===== config.mk =====
export PLATFORM = sky130hd
export DESIGN_NAME = eig_top
export DESIGN_NICKNAME = d
export VERILOG_FILES = /design/src/rtl/eig_pkg.sv /design/src/rtl/eig_sync.sv /design/src/rtl/eig_trig_detect.sv /design/src/rtl/eig_regfile.sv /design/src/rtl/eig_top.sv
export SDC_FILE = /design/constraint.sdc
export NUM_CORES = 1
export LEC_CHECK = 0
export ABC_AREA = 1
export BUFFER_PORTS_ARGS = -buffer_cell sky130_fd_sc_hd__clkbuf_2
export CORE_ASPECT_RATIO = 2
export CORE_MARGIN = 3
export CORE_UTILIZATION = 40
export DETAILED_ROUTE_END_ITERATION = 6
export HOLD_SLACK_MARGIN = 0.02
export PLACE_DENSITY = 0.55
export SLEW_MARGIN = 25
export SYNTH_ARGS = -nofsm -noshare
export SYNTH_HDL_FRONTEND = slang
export SYNTH_SLANG_ARGS = --single-unit

===== constraint.sdc =====
create_clock -name clk -period 1.1 [get_ports clk]
set_input_delay 0.055 -clock clk [delete_from_list [all_inputs] [get_ports clk]]
set_output_delay 0.055 -clock clk [all_outputs]
set_load 0.005 [all_outputs]

===== src/rtl/eig_pkg.sv =====
package eig_pkg;

  localparam int CODE_W = 3;

  typedef enum logic [1:0] {
    TK_LEVEL = 2'd0,
    TK_FALL  = 2'd1,
    TK_RISE  = 2'd2,
    TK_BOTH  = 2'd3
  } trig_kind_e;

  // Upper two code bits choose the kind; bit 0 is level polarity in level mode.
  function automatic trig_kind_e kind_of(input logic [CODE_W-1:0] code);
    return trig_kind_e'(code[2:1]);
  endfunction

  function automatic int field_of_line(input int line);
    return line / 2;
  endfunction

  function automatic int reg_of_field(input int f, input int fields_per_reg);
    return f / fields_per_reg;
  endfunction

  function automatic int lsb_of_field(input int f, input int fields_per_reg, input int stride);
    return (f % fields_per_reg) * stride;
  endfunction

  function automatic int grp_lo(input int g);
    case (g)
      0:       return 0;
      1:       return 4;
      2:       return 12;
      default: return 20;
    endcase
  endfunction

  function automatic int grp_hi(input int g);
    case (g)
      0:       return 3;
      1:       return 11;
      2:       return 19;
      default: return 27;
    endcase
  endfunction

endpackage


===== src/rtl/eig_sync.sv =====
module eig_sync #(
  parameter int W = 28
) (
  input  logic         clk,
  input  logic         rst_n,
  input  logic [W-1:0] d,
  output logic [W-1:0] lvl,
  output logic [W-1:0] prev
);
  logic [W-1:0] meta_q;
  logic [W-1:0] lvl_q;
  logic [W-1:0] prev_q;

  always_ff @(posedge clk or negedge rst_n) begin
    if (!rst_n) begin
      meta_q <= '0;
      lvl_q  <= '0;
      prev_q <= '0;
    end else begin
      meta_q <= d;
      lvl_q  <= meta_q;
      prev_q <= lvl_q;
    end
  end

  assign lvl  = lvl_q;
  assign prev = prev_q;

  // the delayed copy trails the synchronised value by exactly one cycle
  prev_trails_chk: assert property (@(posedge clk) disable iff (!rst_n)
    1'b1 |=> (prev_q == $past(lvl_q)));
endmodule


===== src/rtl/eig_trig_detect.sv =====
module eig_trig_detect
  import eig_pkg::*;
(
  input  logic              clk,
  input  logic              rst_n,
  input  logic [CODE_W-1:0] code,
  input  logic              lvl,
  input  logic              prev,
  output logic              hit
);
  trig_kind_e kind;
  logic       rise_ev;
  logic       fall_ev;

  assign kind    = kind_of(code);
  assign rise_ev = lvl & ~prev;
  assign fall_ev = ~lvl & prev;

  always_comb begin
    unique case (kind)
      TK_LEVEL: hit = (lvl == code[0]);
      TK_FALL:  hit = fall_ev;
      TK_RISE:  hit = rise_ev;
      default:  hit = rise_ev | fall_ev;
    endcase
  end


  rise_only_chk: assert property (@(posedge clk) disable iff (!rst_n)
    (kind == TK_RISE && hit) |-> (lvl && !$past(lvl)));


  fall_only_chk: assert property (@(posedge clk) disable iff (!rst_n)
    (kind == TK_FALL && hit) |-> (!lvl && $past(lvl)));


  both_change_chk: assert property (@(posedge clk) disable iff (!rst_n)
    (kind == TK_BOTH && hit) |-> (lvl != $past(lvl)));
endmodule


===== src/rtl/eig_regfile.sv =====
module eig_regfile
  import eig_pkg::*;
#(
  parameter int N_LINES       = 28,
  parameter int LINES_PER_REG = 16,
  parameter int FIELD_STRIDE  = 4,
  parameter int ADDR_W        = 4,
  parameter int DATA_W        = 32
) (
  input  logic                           clk,
  input  logic                           rst_n,
  input  logic                           bus_we,
  input  logic [ADDR_W-1:0]              bus_addr,
  input  logic [DATA_W-1:0]              bus_wdata,
  output logic [DATA_W-1:0]              bus_rdata,
  input  logic [N_LINES-1:0]             hit,
  output logic [N_LINES-1:0][CODE_W-1:0] line_code,
  output logic [N_LINES-1:0]             mask_q,
  output logic [N_LINES-1:0]             pend_q
);
  localparam int N_FIELDS       = (N_LINES + 1) / 2;
  localparam int FIELDS_PER_REG = LINES_PER_REG / 2;
  localparam int WORD_MASK      = 2;
  localparam int WORD_PEND      = 3;

  logic [1:0]              word;
  logic [N_LINES-1:0]      clr_vec;
  logic [N_LINES-1:0]      pend_d;
  logic [CODE_W-1:0]       cfg_q [N_FIELDS];
  logic                    unused_bits;

  assign word        = bus_addr[3:2];
  assign unused_bits = ^{bus_addr[1:0], bus_wdata};

  genvar f;
  generate
    for (f = 0; f < N_FIELDS; f++) begin : g_field
      localparam int RSEL = reg_of_field(f, FIELDS_PER_REG);
      localparam int LSB  = lsb_of_field(f, FIELDS_PER_REG, FIELD_STRIDE);
      always_ff @(posedge clk or negedge rst_n) begin
        if (!rst_n)
          cfg_q[f] <= '0;
        else if (bus_we && int'(word) == RSEL)
          cfg_q[f] <= bus_wdata[LSB +: CODE_W];
      end
    end
  endgenerate

  genvar n;
  generate
    for (n = 0; n < N_LINES; n++) begin : g_line_code
      assign line_code[n] = cfg_q[field_of_line(n)];
    end
  endgenerate

  always_ff @(posedge clk or negedge rst_n) begin
    if (!rst_n)
      mask_q <= '1;
    else if (bus_we && int'(word) == WORD_MASK)
      mask_q <= bus_wdata[N_LINES-1:0];
  end

  assign clr_vec = (bus_we && int'(word) == WORD_PEND) ? bus_wdata[N_LINES-1:0] : '0;
  assign pend_d  = (pend_q & ~clr_vec) | hit;

  always_ff @(posedge clk or negedge rst_n) begin
    if (!rst_n) pend_q <= '0;
    else        pend_q <= pend_d;
  end

  always_comb begin
    bus_rdata = '0;
    case (word)
      2'd0, 2'd1: begin
        for (int k = 0; k < N_FIELDS; k++) begin
          if (reg_of_field(k, FIELDS_PER_REG) == int'(word))
            bus_rdata[lsb_of_field(k, FIELDS_PER_REG, FIELD_STRIDE) +: CODE_W] = cfg_q[k];
        end
      end
      2'd2:    bus_rdata[N_LINES-1:0] = mask_q;
      default: bus_rdata[N_LINES-1:0] = pend_q;
    endcase
  end


  w1c_clear_chk: assert property (@(posedge clk) disable iff (!rst_n)
    (clr_vec != '0) |=> ((pend_q & $past(clr_vec & ~hit)) == '0));


  mask_no_block_chk: assert property (@(posedge clk) disable iff (!rst_n)
    (hit != '0) |=> ((pend_q & $past(hit)) == $past(hit)));


  pend_sticky_chk: assert property (@(posedge clk) disable iff (!rst_n)
    1'b1 |=> ((pend_q & $past(pend_q & ~clr_vec)) == $past(pend_q & ~clr_vec)));
endmodule


===== src/rtl/eig_top.sv =====
module eig_top
  import eig_pkg::*;
#(
  parameter int N_LINES       = 28,
  parameter int LINES_PER_REG = 16,
  parameter int FIELD_STRIDE  = 4,
  parameter int ADDR_W        = 4,
  parameter int DATA_W        = 32
) (
  input  logic              clk,
  input  logic              rst_n,
  input  logic [27:0]       ext_irq_i,
  input  logic              bus_we,
  input  logic [3:0]        bus_addr,
  input  logic [31:0]       bus_wdata,
  output logic [31:0]       bus_rdata,
  output logic [3:0]        grp_irq_o
);
  localparam int N_GROUPS = 4;

  logic [N_LINES-1:0]             sync_lvl;
  logic [N_LINES-1:0]             sync_prev;
  logic [N_LINES-1:0]             hit;
  logic [N_LINES-1:0][CODE_W-1:0] line_code;
  logic [N_LINES-1:0]             mask_q;
  logic [N_LINES-1:0]             pend_q;
  logic [N_LINES-1:0]             status;

  eig_sync #(.W(N_LINES)) sync_i (
    .clk  (clk),
    .rst_n(rst_n),
    .d    (ext_irq_i),
    .lvl  (sync_lvl),
    .prev (sync_prev)
  );

  genvar n;
  generate
    for (n = 0; n < N_LINES; n++) begin : g_det
      eig_trig_detect det_i (
        .clk  (clk),
        .rst_n(rst_n),
        .code (line_code[n]),
        .lvl  (sync_lvl[n]),
        .prev (sync_prev[n]),
        .hit  (hit[n])
      );
    end
  endgenerate

  eig_regfile #(
    .N_LINES      (N_LINES),
    .LINES_PER_REG(LINES_PER_REG),
    .FIELD_STRIDE (FIELD_STRIDE),
    .ADDR_W       (ADDR_W),
    .DATA_W       (DATA_W)
  ) regs_i (
    .clk      (clk),
    .rst_n    (rst_n),
    .bus_we   (bus_we),
    .bus_addr (bus_addr),
    .bus_wdata(bus_wdata),
    .bus_rdata(bus_rdata),
    .hit      (hit),
    .line_code(line_code),
    .mask_q   (mask_q),
    .pend_q   (pend_q)
  );

  assign status = pend_q & ~mask_q;

  genvar g;
  generate
    for (g = 0; g < N_GROUPS; g++) begin : g_grp
      localparam int LO = grp_lo(g);
      localparam int HI = grp_hi(g);
      assign grp_irq_o[g] = |status[HI:LO];
    end
  endgenerate


  masked_quiet_chk: assert property (@(posedge clk) disable iff (!rst_n)
    (&mask_q) |-> (grp_irq_o == '0));


  idle_quiet_chk: assert property (@(posedge clk) disable iff (!rst_n)
    (pend_q == '0) |-> (grp_irq_o == '0));
endmodule


# [Word-level counts from Yosys, hierarchy flattened]
# Index checks and enable logic that the tools add are counted.
[classes] n_eq_ne=62 muxes=58 bitwise_logic=145 n_reduce_logical=25
[ops] operator="1-bit case mux with 3 select lines" n=28
[ops] operator="1-bit bitwise AND" n=56
[ops] operator="28-bit bitwise AND" n=2
[ops] operator="1-bit NOT" n=56
[ops] operator="28-bit NOT" n=2
[ops] operator="3-bit 2-to-1 mux" n=15
[ops] operator="3-bit case mux with 2 select lines" n=7
[ops] operator="2-bit == test (second input constant)" n=17
[ops] operator="2-bit by 1-bit == test with 1-bit output (second input constant)" n=16
[ops] operator="2-bit logical NOT" n=16
[ops] operator="1-bit == test" n=28
[ops] operator="28-bit 2-to-1 mux" n=1
[ops] operator="1-bit bitwise OR" n=28
[ops] operator="28-bit bitwise OR" n=1
[ops] operator="8-bit OR reduction" n=3
[ops] operator="1-bit case mux with 2 select lines" n=7
[ops] operator="1-bit logical AND" n=4
[ops] operator="4-bit OR reduction" n=1
[ops] operator="2-bit == test (first input constant)" n=1
[ops] operator="2-bit OR reduction" n=1
[word_totals] register_bits=182 elab_cells=309

# [Longest topological paths before layout]
# Gate-level depths: netlist of the first run.
[logic_depth] word_depth=6 depth_mapped=6 depth_no_buf=6

# [Modules after synthesis]
# From an unflattened synthesis of the first run, not the netlist that was laid out.
[unflattened] cells_unflattened=1271 hier_area_um2=10052.1
[by_module_without_submodules] mod="eig_regfile" n_inst=1 cells_per_inst=633 area_per_inst_um2=4992.3
[by_module_without_submodules] mod="eig_trig_detect" n_inst=28 cells_per_inst=17 area_per_inst_um2=95.1
[by_module_without_submodules] mod="eig_sync" n_inst=1 cells_per_inst=84 area_per_inst_um2=2102.0
[by_module_without_submodules] mod="eig_top" n_inst=1 cells_per_inst=78 area_per_inst_um2=295.3

# [Least setup slack after synthesis of the first run]
# No wires, ideal clock.
[synth_path] path_kind="register to register" startpoint="register sync_i.lvl_q[2] (netlist: sync_i.lvl[2])" endpoint="register regs_i.pend_q[2]" arrival_time_ns=0.830 slack_ns=0.149 stages_incl_launch_ff=5 path_buffers=0 synth_period_minus_slack_ns=0.951 cell_sequence="dfrtp_1 > ha_1 > nor2_1 > a21oi_1 > nand2_1"
[synth_via] elab_chain_cells=5 word_cells_on_any_way=7 classes_between="1 x eq/ne; 1 x mux; 5 x bitwise"
[synth_lines] element="start, declared" line="eig_sync.sv:11" text="logic [W-1:0] lvl_q;"
[synth_lines] element="start signal, assigned" line="eig_sync.sv:21" text="lvl_q <= meta_q;"
[synth_lines] element="1-bit NOT" line="eig_trig_detect.sv:17" text="assign fall_ev = ~lvl & prev;"
[synth_lines] element="1-bit bitwise AND" line="eig_trig_detect.sv:17"
[synth_lines] element="1-bit bitwise OR" line="eig_trig_detect.sv:24" text="default: hit = rise_ev | fall_ev;"
[synth_lines] element="1-bit case mux with 3 select lines (*)" line="eig_trig_detect.sv:20" text="unique case (kind)"
[synth_lines] element="28-bit bitwise OR (*)" line="eig_regfile.sv:64" text="assign pend_d = (pend_q & ~clr_vec) | hit;"
[synth_lines] element="net regs_i.pend_d[2]" line="eig_regfile.sv:28" text="logic [N_LINES-1:0] pend_d;"
[synth_lines] element="end signal, assigned" line="eig_regfile.sv:68" text="else pend_q <= pend_d;"
[synth_lines] element="end, declared" line="eig_regfile.sv:19" text="output logic [N_LINES-1:0] pend_q"
# Mark *: on every way through the listed nets, which the timed path passes. The rest lies on a longest branch.
# A chain may end at the register's enable or synchronous reset.

# [Worst setup path after layout of the first run]
[layout_path] startpoint="register regs_i.mask_q[18]" endpoint="output grp_irq_o[2]"
[layout_via] elab_chain_cells=3
[layout_lines] element="start, declared" line="eig_regfile.sv:18" text="output logic [N_LINES-1:0] mask_q,"
[layout_lines] element="start signal, assigned" line="eig_regfile.sv:60" text="mask_q <= bus_wdata[N_LINES-1:0];"
[layout_lines] element="28-bit NOT" line="eig_top.sv:70" text="assign status = pend_q & ~mask_q;"
[layout_lines] element="28-bit bitwise AND" line="eig_top.sv:70"
[layout_lines] element="8-bit OR reduction" line="eig_top.sv:77" text="assign grp_irq_o[g] = |status[HI:LO];"
[layout_lines] element="end, declared" line="eig_top.sv:17" text="output logic [3:0] grp_irq_o"
# No other way between the ends.

==> results of run 1 <==
[kinds of logic (layout without fill, tap and decap cells)]
group / Yosys count / in the layout / share of synthesized area [%]
AO/OA/AOI/OAI: 118 / 118 / 6.738
adder cells (fa/ha/maj): 56 / 56 / 7.828
buffers and inverters: 185 / 429 / 8.792
flip-flops: 182 / 182 / 51.27
other: 1 / 1 / 0.04189
AND/OR/NAND/NOR: 546 / 546 / 25.33
[cell type report]
class,instances,area [µm²]
tap,273,341.6
multi-input combinational,721,3936
sequential,182,4626
fill,2059,9761
clock inverter,11,148.9
inverter,153,574.3
clock buffer,21,470.5
timing repair buffer,244,1918
[worst min path at each step]
stage	from	end	slack, ns	cells past startpoint
2_1_floorplan	rst_n	regs_i.line_code[0]	-0.24	0
3_3_place_gp	rst_n	sync_i.meta_q[5]	0.002	1
3_5_place_dp	rst_n	sync_i.meta_q[5]	0.02	1
4_1_cts	bus_we	regs_i.mask_q[15]	0.05	4
5_1_grt	bus_we	regs_i.mask_q[15]	0.1	4
6_report	bus_we	regs_i.mask_q[15]	0.06	4
[metrics by stage]
stage | setup WS (ns) | hold slack (ns)
floorplan | 0.1490 | -0.2406
global placement | -0.05060 | 0.002368
detailed placement | -0.06554 | 0.01773
CTS | -0.4284 | 0.04736
global route | -0.4612 | 0.09723
finish | -0.4173 | 0.06349
[state kept, by name, summed over array words and instances (netlist names)]
signal and count:
regs_i.line_code 42, regs_i.mask_q 28, regs_i.pend_q 28, sync_i.lvl 28
sync_i.meta_q 28, sync_i.prev 28
[metal layers]
layer  global-route usage (%)  vias to the layer above  routed length (µm)
met5                        0                        -                   0
met4                    10.76                        0                1018
met3                    3.194                       44                 727
met2                    39.78                      133               13850
met1                    22.49                     3704                9558
li1                         -                     3903                   -
[power by group through the flow]
stage / combinational (mW) / clock (mW) / sequential [mW]
after detailed placement: 3.00 / 0 / 8.44
after CTS: 3.58 / 6.61 / 8.31
after floorplan: 1.82 / 0 / 8.13
after global routing: 4.32 / 6.83 / 8.42
after global placement: 2.97 / 0 / 8.43
final: 3.83 / 6.43 / 8.33
[repair_timing]
| item | in CTS | in global routing |
|---|---|---|
| endpoints found under the setup margin | 41 | 60 |
| endpoints found under the hold margin | 286 | 0 |
| hold buffers | 60 | 0 |
| pin swaps | 20 | 54 |
| gates cloned | 0 | 0 |
| gates resized for setup | 76 | 140 |
| buffers inserted | 22 | 14 |
[worst max-delay path, delay by kind of cell, from the launching register on]
kind            cells  cell delay [ns]
compound gates      1             0.05
buf+inv             2             0.15
flops               1             0.54
simple gates        3             0.27
[placed cells by master (no fill, tap or decap), types with 42 or more instances in the layout]
cell type,n
buf_4,65
dlygate4sd3_1,60
nand2_1,313
nor2_1,82
nand3_1,54
nand4_1,46
clkbuf_2,68
o21ai_1,42
inv_1,114
dfrtp_1,125
==> impl_metrics.ini, run 1 <==
[hold_path]
hp-class = in2reg

[placed_design]
place.gp.congestion = 0.8577
dp_hpwl_um = 18320
port_buffers = 98
dp.cells = 1479
placed_area_mm2 = 0.01009

[worst_setup_path]
crit_type = reg2out
start_kind = register
slowest_stage = dfstp_2
path_cells = inv_2 > nand2_2 > o21ai_2 > nor2_1 > nand2_1 > clkbuf_2
reg2reg_from = sync_i.prev[13]
end_kind = output pin
cp-startpoint = regs_i.mask_q[18]
worstPathRequired_ns = 1.04
crit_fanout = 2
regToRegSetupSlack_ns = 0.03
rr_endpoint = regs_i.pend_q[13]
crit_path_end = grp_irq_o[2]
rr_worst_depth = 5
slowest_delay_ns = 0.54
arrival_ns = 1.46

[power]
seq_power_share_pct = 44.8
clkPwrFrac_pct = 34.6
p_comb_share_pct = 20.6
power_leakage_nw = 6.086
peakVddDrop_mv = 0.9100
power.switching_mw = 5.528
intPower_mw = 13.05
power_mw = 18.58
powerDensity_mw_per_mm2 = 1546
swShare_pct = 29.75

[global_routing]
grt_max_degree = 48
grt_pass1_vias = 7951
grt-ovfl-total = 0
grt_pass1_wl_um = 39920
grt_usage_pct = 21.15
antenna_found_initial = 0

[yosys]
synth_area_leader_cell = dfrtp_1
avgSynthCellArea_um2 = 8.227
yosysWarnings = 0
syn_area_mm2 = 0.008951
syn_nets = 1211
ys_seq_elements = 182
netlist_instances = 1088
synth-edff-count = 0
yosysMostFrequentCell = nand2_1
async_reset_ff_share_pct = 100.0
synth_common_cells = 335 x nand2_1, 154 x dfrtp_1, 150 x inv_1
synth_cell_types = 24
yosysTopAreaCellShare_pct = 43.05
ys_seq_area_share_pct = 51.27
synthFlopType = dfrtp_1
synth_area_leaders = dfrtp_1 43%, nand2_1 14%, dfstp_2 8.2%

[outcome]
run_status = finished with violations
violations = negative setup slack

[clock_network]
cts_inserted_buffers = 17
clockRootBuffer = clkbuf_16
cts_sinks = 182
htreeDepth = 4
clock_latency_ns = 0.45
cts.path.max_buffers = 2
cts_tree = done
clk_pin_slew_worst_paths_ns = 0.07

[detailed_routing]
firstDrtPassIters = 4
drtAntennaViolNets = 0
num_vias = 7784
drt_drc_violations_left = 0
via_per_inst = 4.850
drtIter0Drc = 235
wire_per_inst_um = 15.67
wirelength_um = 25150

[cells_and_area]
drive_above_1_share_pct = 29.95
antenna_cells = 0
finalNonFillerCells = 1605
fin_util_pct = 55.18
final_nets = 1442
finish.instance_area_mm2 = 0.01202
syn2layout_area_growth_pct = 34.23

[timing]
rsz0062_at_grt = yes
fin_ws_ns = -0.4173
tns_ns = -8.865
hold_viol = 0
setup_viol = 35
clock_skew_ns = 0.008814
fmax_mhz = 659.1
slew_viol_final = 0
period_minus_slack_ns = 1.517
min_period_over_period_pct = 137.9

[die]
placementRows = 76
initial_core_util_pct = 41.11
die_y_um = 217.6
chipWidth_um = 111.8
core_mm2 = 0.02178
io_pins = 103
fp.dieArea_mm2 = 0.02432

[run]
maxCapViolations = 0
Power figures use the tool's default switching activity.
==> inputs of run 2 (changes only) <==
--- a/config.mk
+++ b/config.mk
@@ -6,13 +6,14 @@
 export NUM_CORES = 1
 export LEC_CHECK = 0
 export ABC_AREA = 1
-export BUFFER_PORTS_ARGS = -buffer_cell sky130_fd_sc_hd__clkbuf_2
+export BUFFER_PORTS_ARGS = -buffer_cell sky130_fd_sc_hd__buf_2
 export CORE_ASPECT_RATIO = 2
 export CORE_MARGIN = 3
 export CORE_UTILIZATION = 40
 export DETAILED_ROUTE_END_ITERATION = 6
 export HOLD_SLACK_MARGIN = 0.02
 export PLACE_DENSITY = 0.55
+export SKIP_CTS_REPAIR_TIMING = 1
 export SLEW_MARGIN = 25
 export SYNTH_ARGS = -nofsm -noshare
 export SYNTH_HDL_FRONTEND = slang
==> run 2 against run 1 <==
Effect of this change: the flow still finishes with violations (negative setup slack); die area stayed put; highest routed layer unchanged; sequential share of layout area is 0.14 points higher; via count is 1.1% higher; largest power group unchanged; global-route usage is 0.61 points lower; clock power is 12% lower; combinational power hardly changed; first-iteration DRC count is 24% higher; sequential power hardly changed.
==> impl_metrics.ini, run 2 (synthesis results as in run 1) <==
[timing]
slew_viol_final = 0
clock_skew_ns = 0.007792
setup_viol = 35
min_period_over_period_pct = 136.8
hold_viol = 0
fin_ws_ns = -0.4051
period_minus_slack_ns = 1.505
fmax_mhz = 664.4
rsz0062_at_grt = yes

[cells_and_area]
syn2layout_area_growth_pct = 33.88
drive_above_1_share_pct = 30.13
final_cell_mix = 312 x nand2_1, 121 x dfrtp_1, 110 x inv_1, 96 x buf_2, 84 x nor2_1
antenna_cells = 0
largest_reg_flops = 42
layout_commonest_cell = nand2_1
finish.instance_area_mm2 = 0.01198
nFillCells = 2035
finalNonFillerCells = 1604
final_nets = 1441

[placed_design]
dp.cells = 1480
dp_hpwl_um = 18250
place.gp.congestion = 0.8334
placed_area_mm2 = 0.01016
pre_cts_ws_ns = -0.03518
port_buffers = 98

[global_routing]
antenna_found_initial = 0
grt_pass1_wl_um = 38590
grt_usage_pct = 20.55
grt_pass1_vias = 7668
grt_max_degree = 44
grt-ovfl-total = 0

[die]
initial_core_util_pct = 41.11
placementRows = 76
chipWidth_um = 111.8
core_mm2 = 0.02178
fp.dieArea_mm2 = 0.02432
die_y_um = 217.6
io_pins = 103

[detailed_routing]
drtAntennaViolNets = 0
firstDrtPassIters = 4
drt_drc_violations_left = 0
wirelength_um = 24910
drtIter0Drc = 291
via_per_inst = 4.907
num_vias = 7871
wire_per_inst_um = 15.53

[worst_setup_path]
path_cells = inv_2 > nand2_2 > o21ai_2 > nor2_1 > nand2_2 > buf_6
path_delay_family = flip-flops
crit_fanout = 2
crit_path_end = grp_irq_o[1]
crit_type = reg2out
start_kind = register
cp-startpoint = regs_i.mask_q[7]
end_kind = output pin
path_depth = 6
rr_endpoint = regs_i.pend_q[5]
path_buf_inv = 2
reg2reg_from = regs_i.line_code[13]
regToRegSetupSlack_ns = 0.02
rr_worst_depth = 5
arrival_ns = 1.45
slowest_stage = dfstp_2
slowest_delay_ns = 0.53
worstPathRequired_ns = 1.04
cpMostUsedCell = nand2_2

[clock_network]
cts_inserted_buffers = 17
cts_sinks = 182
cts.path.max_buffers = 2
htreeDepth = 4
clock_latency_ns = 0.45
clk_pin_slew_worst_paths_ns = 0.07
cts_tree = done
clockRootBuffer = clkbuf_16

[hold_path]
hp-class = in2reg
holdPathStages = 4

[run]
maxCapViolations = 0

[power]
power_leakage_nw = 6.005
peakVddDrop_mv = 0.9656
powerDensity_mw_per_mm2 = 1484

[outcome]
violations = negative setup slack
run_status = finished with violations
## run 2: worst min path at each step
stage / startpoint / end / slack [ns]
CTS: rst_n / sync_i.lvl[5] / -0.49
detailed placement: rst_n / sync_i.meta_q[5] / -0.005
global placement: rst_n / sync_i.meta_q[5] / -0.002
finish: bus_we / regs_i.mask_q[15] / 0.05
floorplan: rst_n / regs_i.line_code[0] / -0.24
global route: bus_we / regs_i.mask_q[15] / 0.06
## run 2: final cells by class
class	count	area, µm²	area share [%]
flip-flops and latches	182	4631	38.64
multi-input cells	721	3935	32.84
repair buffers	243	1973	16.46
inverters	153	574.3	4.792
clock buffers	28	506.7	4.228
well taps	273	341.6	2.850
clock inverters	4	22.52	0.1879
## run 2: power breakdown
part           switching [mW]  leakage [nW]  internal, mW
logic                    2.08          3.73          1.74
clock network            2.51         0.258          3.12
registers               0.775          2.01          7.55
total                    5.37          6.00          12.4
## run 2: metrics by stage
step | hold WS, ns | setup TNS [ns] | util [%] | power (mW)
floorplan | -0.2406 | 0 | - | 9.950
global placement | -0.001682 | -0.1146 | 46.68 | 11.46
detailed placement | -0.004882 | -0.09980 | 46.68 | 11.51
CTS | -0.4867 | -11.33 | 49.11 | 17.21
global route | 0.05542 | -10.69 | 55.03 | 18.83
finish | 0.04804 | -8.573 | 55.03 | 17.79
## run 2: worst register-to-register path: stages, from the launching register on
cell,delay (ns)
dfrtp_1,0.51
inv_1,0.13
nand2_1,0.11
nor2_1,0.05
nor2_1,0.11
nand2_1,0.06
## run 2: layer usage
metal	share of wire, %	up-vias	global-route usage [%]
met5	0	-	0
met4	4.6	0	11.29
met3	3.2	50	3.249
met2	54	153	37.92
met1	38	3771	22.03
li1	-	3897	-
==> inputs of run 3 (changes only) <==
--- a/config.mk
+++ b/config.mk
@@ -9,10 +9,10 @@
 export BUFFER_PORTS_ARGS = -buffer_cell sky130_fd_sc_hd__buf_2
 export CORE_ASPECT_RATIO = 2
 export CORE_MARGIN = 3
-export CORE_UTILIZATION = 40
+export CORE_UTILIZATION = 59
 export DETAILED_ROUTE_END_ITERATION = 6
 export HOLD_SLACK_MARGIN = 0.02
-export PLACE_DENSITY = 0.55
+export PLACE_DENSITY = 0.77
 export SKIP_CTS_REPAIR_TIMING = 1
 export SLEW_MARGIN = 25
 export SYNTH_ARGS = -nofsm -noshare
==> run 3 against run 2 <==
Effect of this change: the flow still finishes with violations (negative setup slack); non-clock buffer count down 23; critical path depth unchanged; largest power group unchanged; critical endpoint is now grp_irq_o[2]; final cell count down 6.3%; routed wire length down 0.31%; core utilization up 23 points; sequential share of layout area up 1.3 points.
==> impl_metrics.ini, run 3 (synthesis results as in run 1) <==
[timing]
hold_viol = 0
fin_ws_ns = -0.4394
slew_viol_final = 0
clock_skew_ns = 0.008912
setup_viol = 39
period_minus_slack_ns = 1.539
tns_ns = -8.435
min_period_over_period_pct = 139.9
rsz0062_at_grt = yes
fmax_mhz = 649.6

[hold_path]
whs_endpoint = regs_i.pend_q[9]
min_from = bus_we
hp-class = in2reg
holdPathStages = 4

[die]
core_mm2 = 0.01482
initial_core_util_pct = 60.40
chipWidth_um = 93.10
io_pins = 103
placementRows = 63
die_y_um = 180.2
fp.dieArea_mm2 = 0.01677

[worst_setup_path]
end_kind = output pin
arrival_ns = 1.48
crit_fanout = 3
cp-startpoint = regs_i.mask_q[14]
reg2reg_from = sync_i.lvl[18]
rr_worst_depth = 4
start_kind = register
rr_endpoint = regs_i.pend_q[18]
crit_type = reg2out
worstPathRequired_ns = 1.04
regToRegSetupSlack_ns = -0.05

[cells_and_area]
final_cell_mix = 323 x nand2_1, 120 x dfrtp_1, 112 x inv_1, 97 x buf_2, 88 x nor2_1
antenna_cells = 0
finish.instance_area_mm2 = 0.01159
layout_commonest_cell = nand2_1
nFillCells = 1038
drive_above_1_share_pct = 28.29
largest_reg_flops = 42
syn2layout_area_growth_pct = 29.47
seq_area_mm2 = 0.004632
multi_input_area_mm2 = 0.003890
final_nets = 1418
fin_util_pct = 78.20

[global_routing]
grt_max_degree = 40
grt_usage_pct = 27.74
grt_pass1_vias = 7614
antenna_found_initial = 1
grt-ovfl-total = 0
grt_pass1_wl_um = 35980

[detailed_routing]
wirelength_um = 24830
drtAntennaViolNets = 0
drtIter0Drc = 648
firstDrtPassIters = 5
drt_drc_violations_left = 0
wire_per_inst_um = 16.52
via_per_inst = 5.439
num_vias = 8175

[power]
power_leakage_nw = 5.862
peakVddDrop_mv = 1.820
powerDensity_mw_per_mm2 = 1529

[placed_design]
placed_area_mm2 = 0.009889
pre_cts_ws_ns = -0.05386
port_buffers = 98
place.gp.congestion = 0.8593
dp_hpwl_um = 16500

[clock_network]
clockRootBuffer = clkbuf_16
cts.path.max_buffers = 2
cts_inserted_buffers = 17
clock_latency_ns = 0.44
htreeDepth = 4
cts_tree = done
cts_sinks = 182
clk_pin_slew_worst_paths_ns = 0.07

[outcome]
violations = negative setup slack
run_status = finished with violations

[run]
maxCapViolations = 0
[run 3: routing by layer]
metal	vias to the layer above	global-route usage [%]	wire, µm	share of wire (%)
met1	3871	29.30	8590	35
met4	2	18.14	1594	6.4
li1	3850	-	-	-
met2	335	49.06	13330	54
met5	-	0	20	0.081
met3	117	5.182	1297	5.2
[run 3: how the worst max path moves through the flow]
stage / slack [ns] / end / cells after the start
after detailed placement: -0.05 / bus_rdata[15] / 7
after CTS: -0.48 / grp_irq_o[2] / 6
after global routing: -0.51 / grp_irq_o[2] / 6
final: -0.44 / grp_irq_o[2] / 6
after floorplan: 0.15 / regs_i.pend_q[2] / 4
after global placement: -0.03 / bus_rdata[15] / 7
[run 3: through the flow]
| stage | hold WS (ns) | power, mW | instances |
|---|---|---|---|
| 5_1_grt | 0.04433 | 18.54 | 1503 |
| 4_1_cts | -0.5265 | 16.96 | 1419 |
| 3_5_place_dp | -0.06855 | 11.27 | 1387 |
| 6_report | 0.03107 | 17.72 | 1503 |
| 3_3_place_gp | -0.06720 | 11.16 | 1387 |
| 2_1_floorplan | -0.2406 | 9.950 | 1088 |
[run 3: layout make-up]
cell class	count	area share, %
Multi-Input combinational cell	721	33.57
Inverter	153	4.956
Sequential cell	182	39.97
Timing Repair Buffer	220	14.66
Clock buffer	19	3.908
Clock inverter	13	0.8314
Tap cell	195	2.105
[run 3: power breakdown]
part / switching [mW] / total, mW / internal [mW]
Sequential: 0.835 / 8.39 / 7.55
Combinational: 2.04 / 3.60 / 1.56
Clock: 2.70 / 5.73 / 3.03
[run 3: critical path, cell delays in order, from the launching register on]
cell and delay [ns]:
dfstp_2 0.55, inv_2 0.04, nand2_2 0.05, o21ai_2 0.05
nor2_1 0.13, nand2_1 0.08, buf_2 0.13
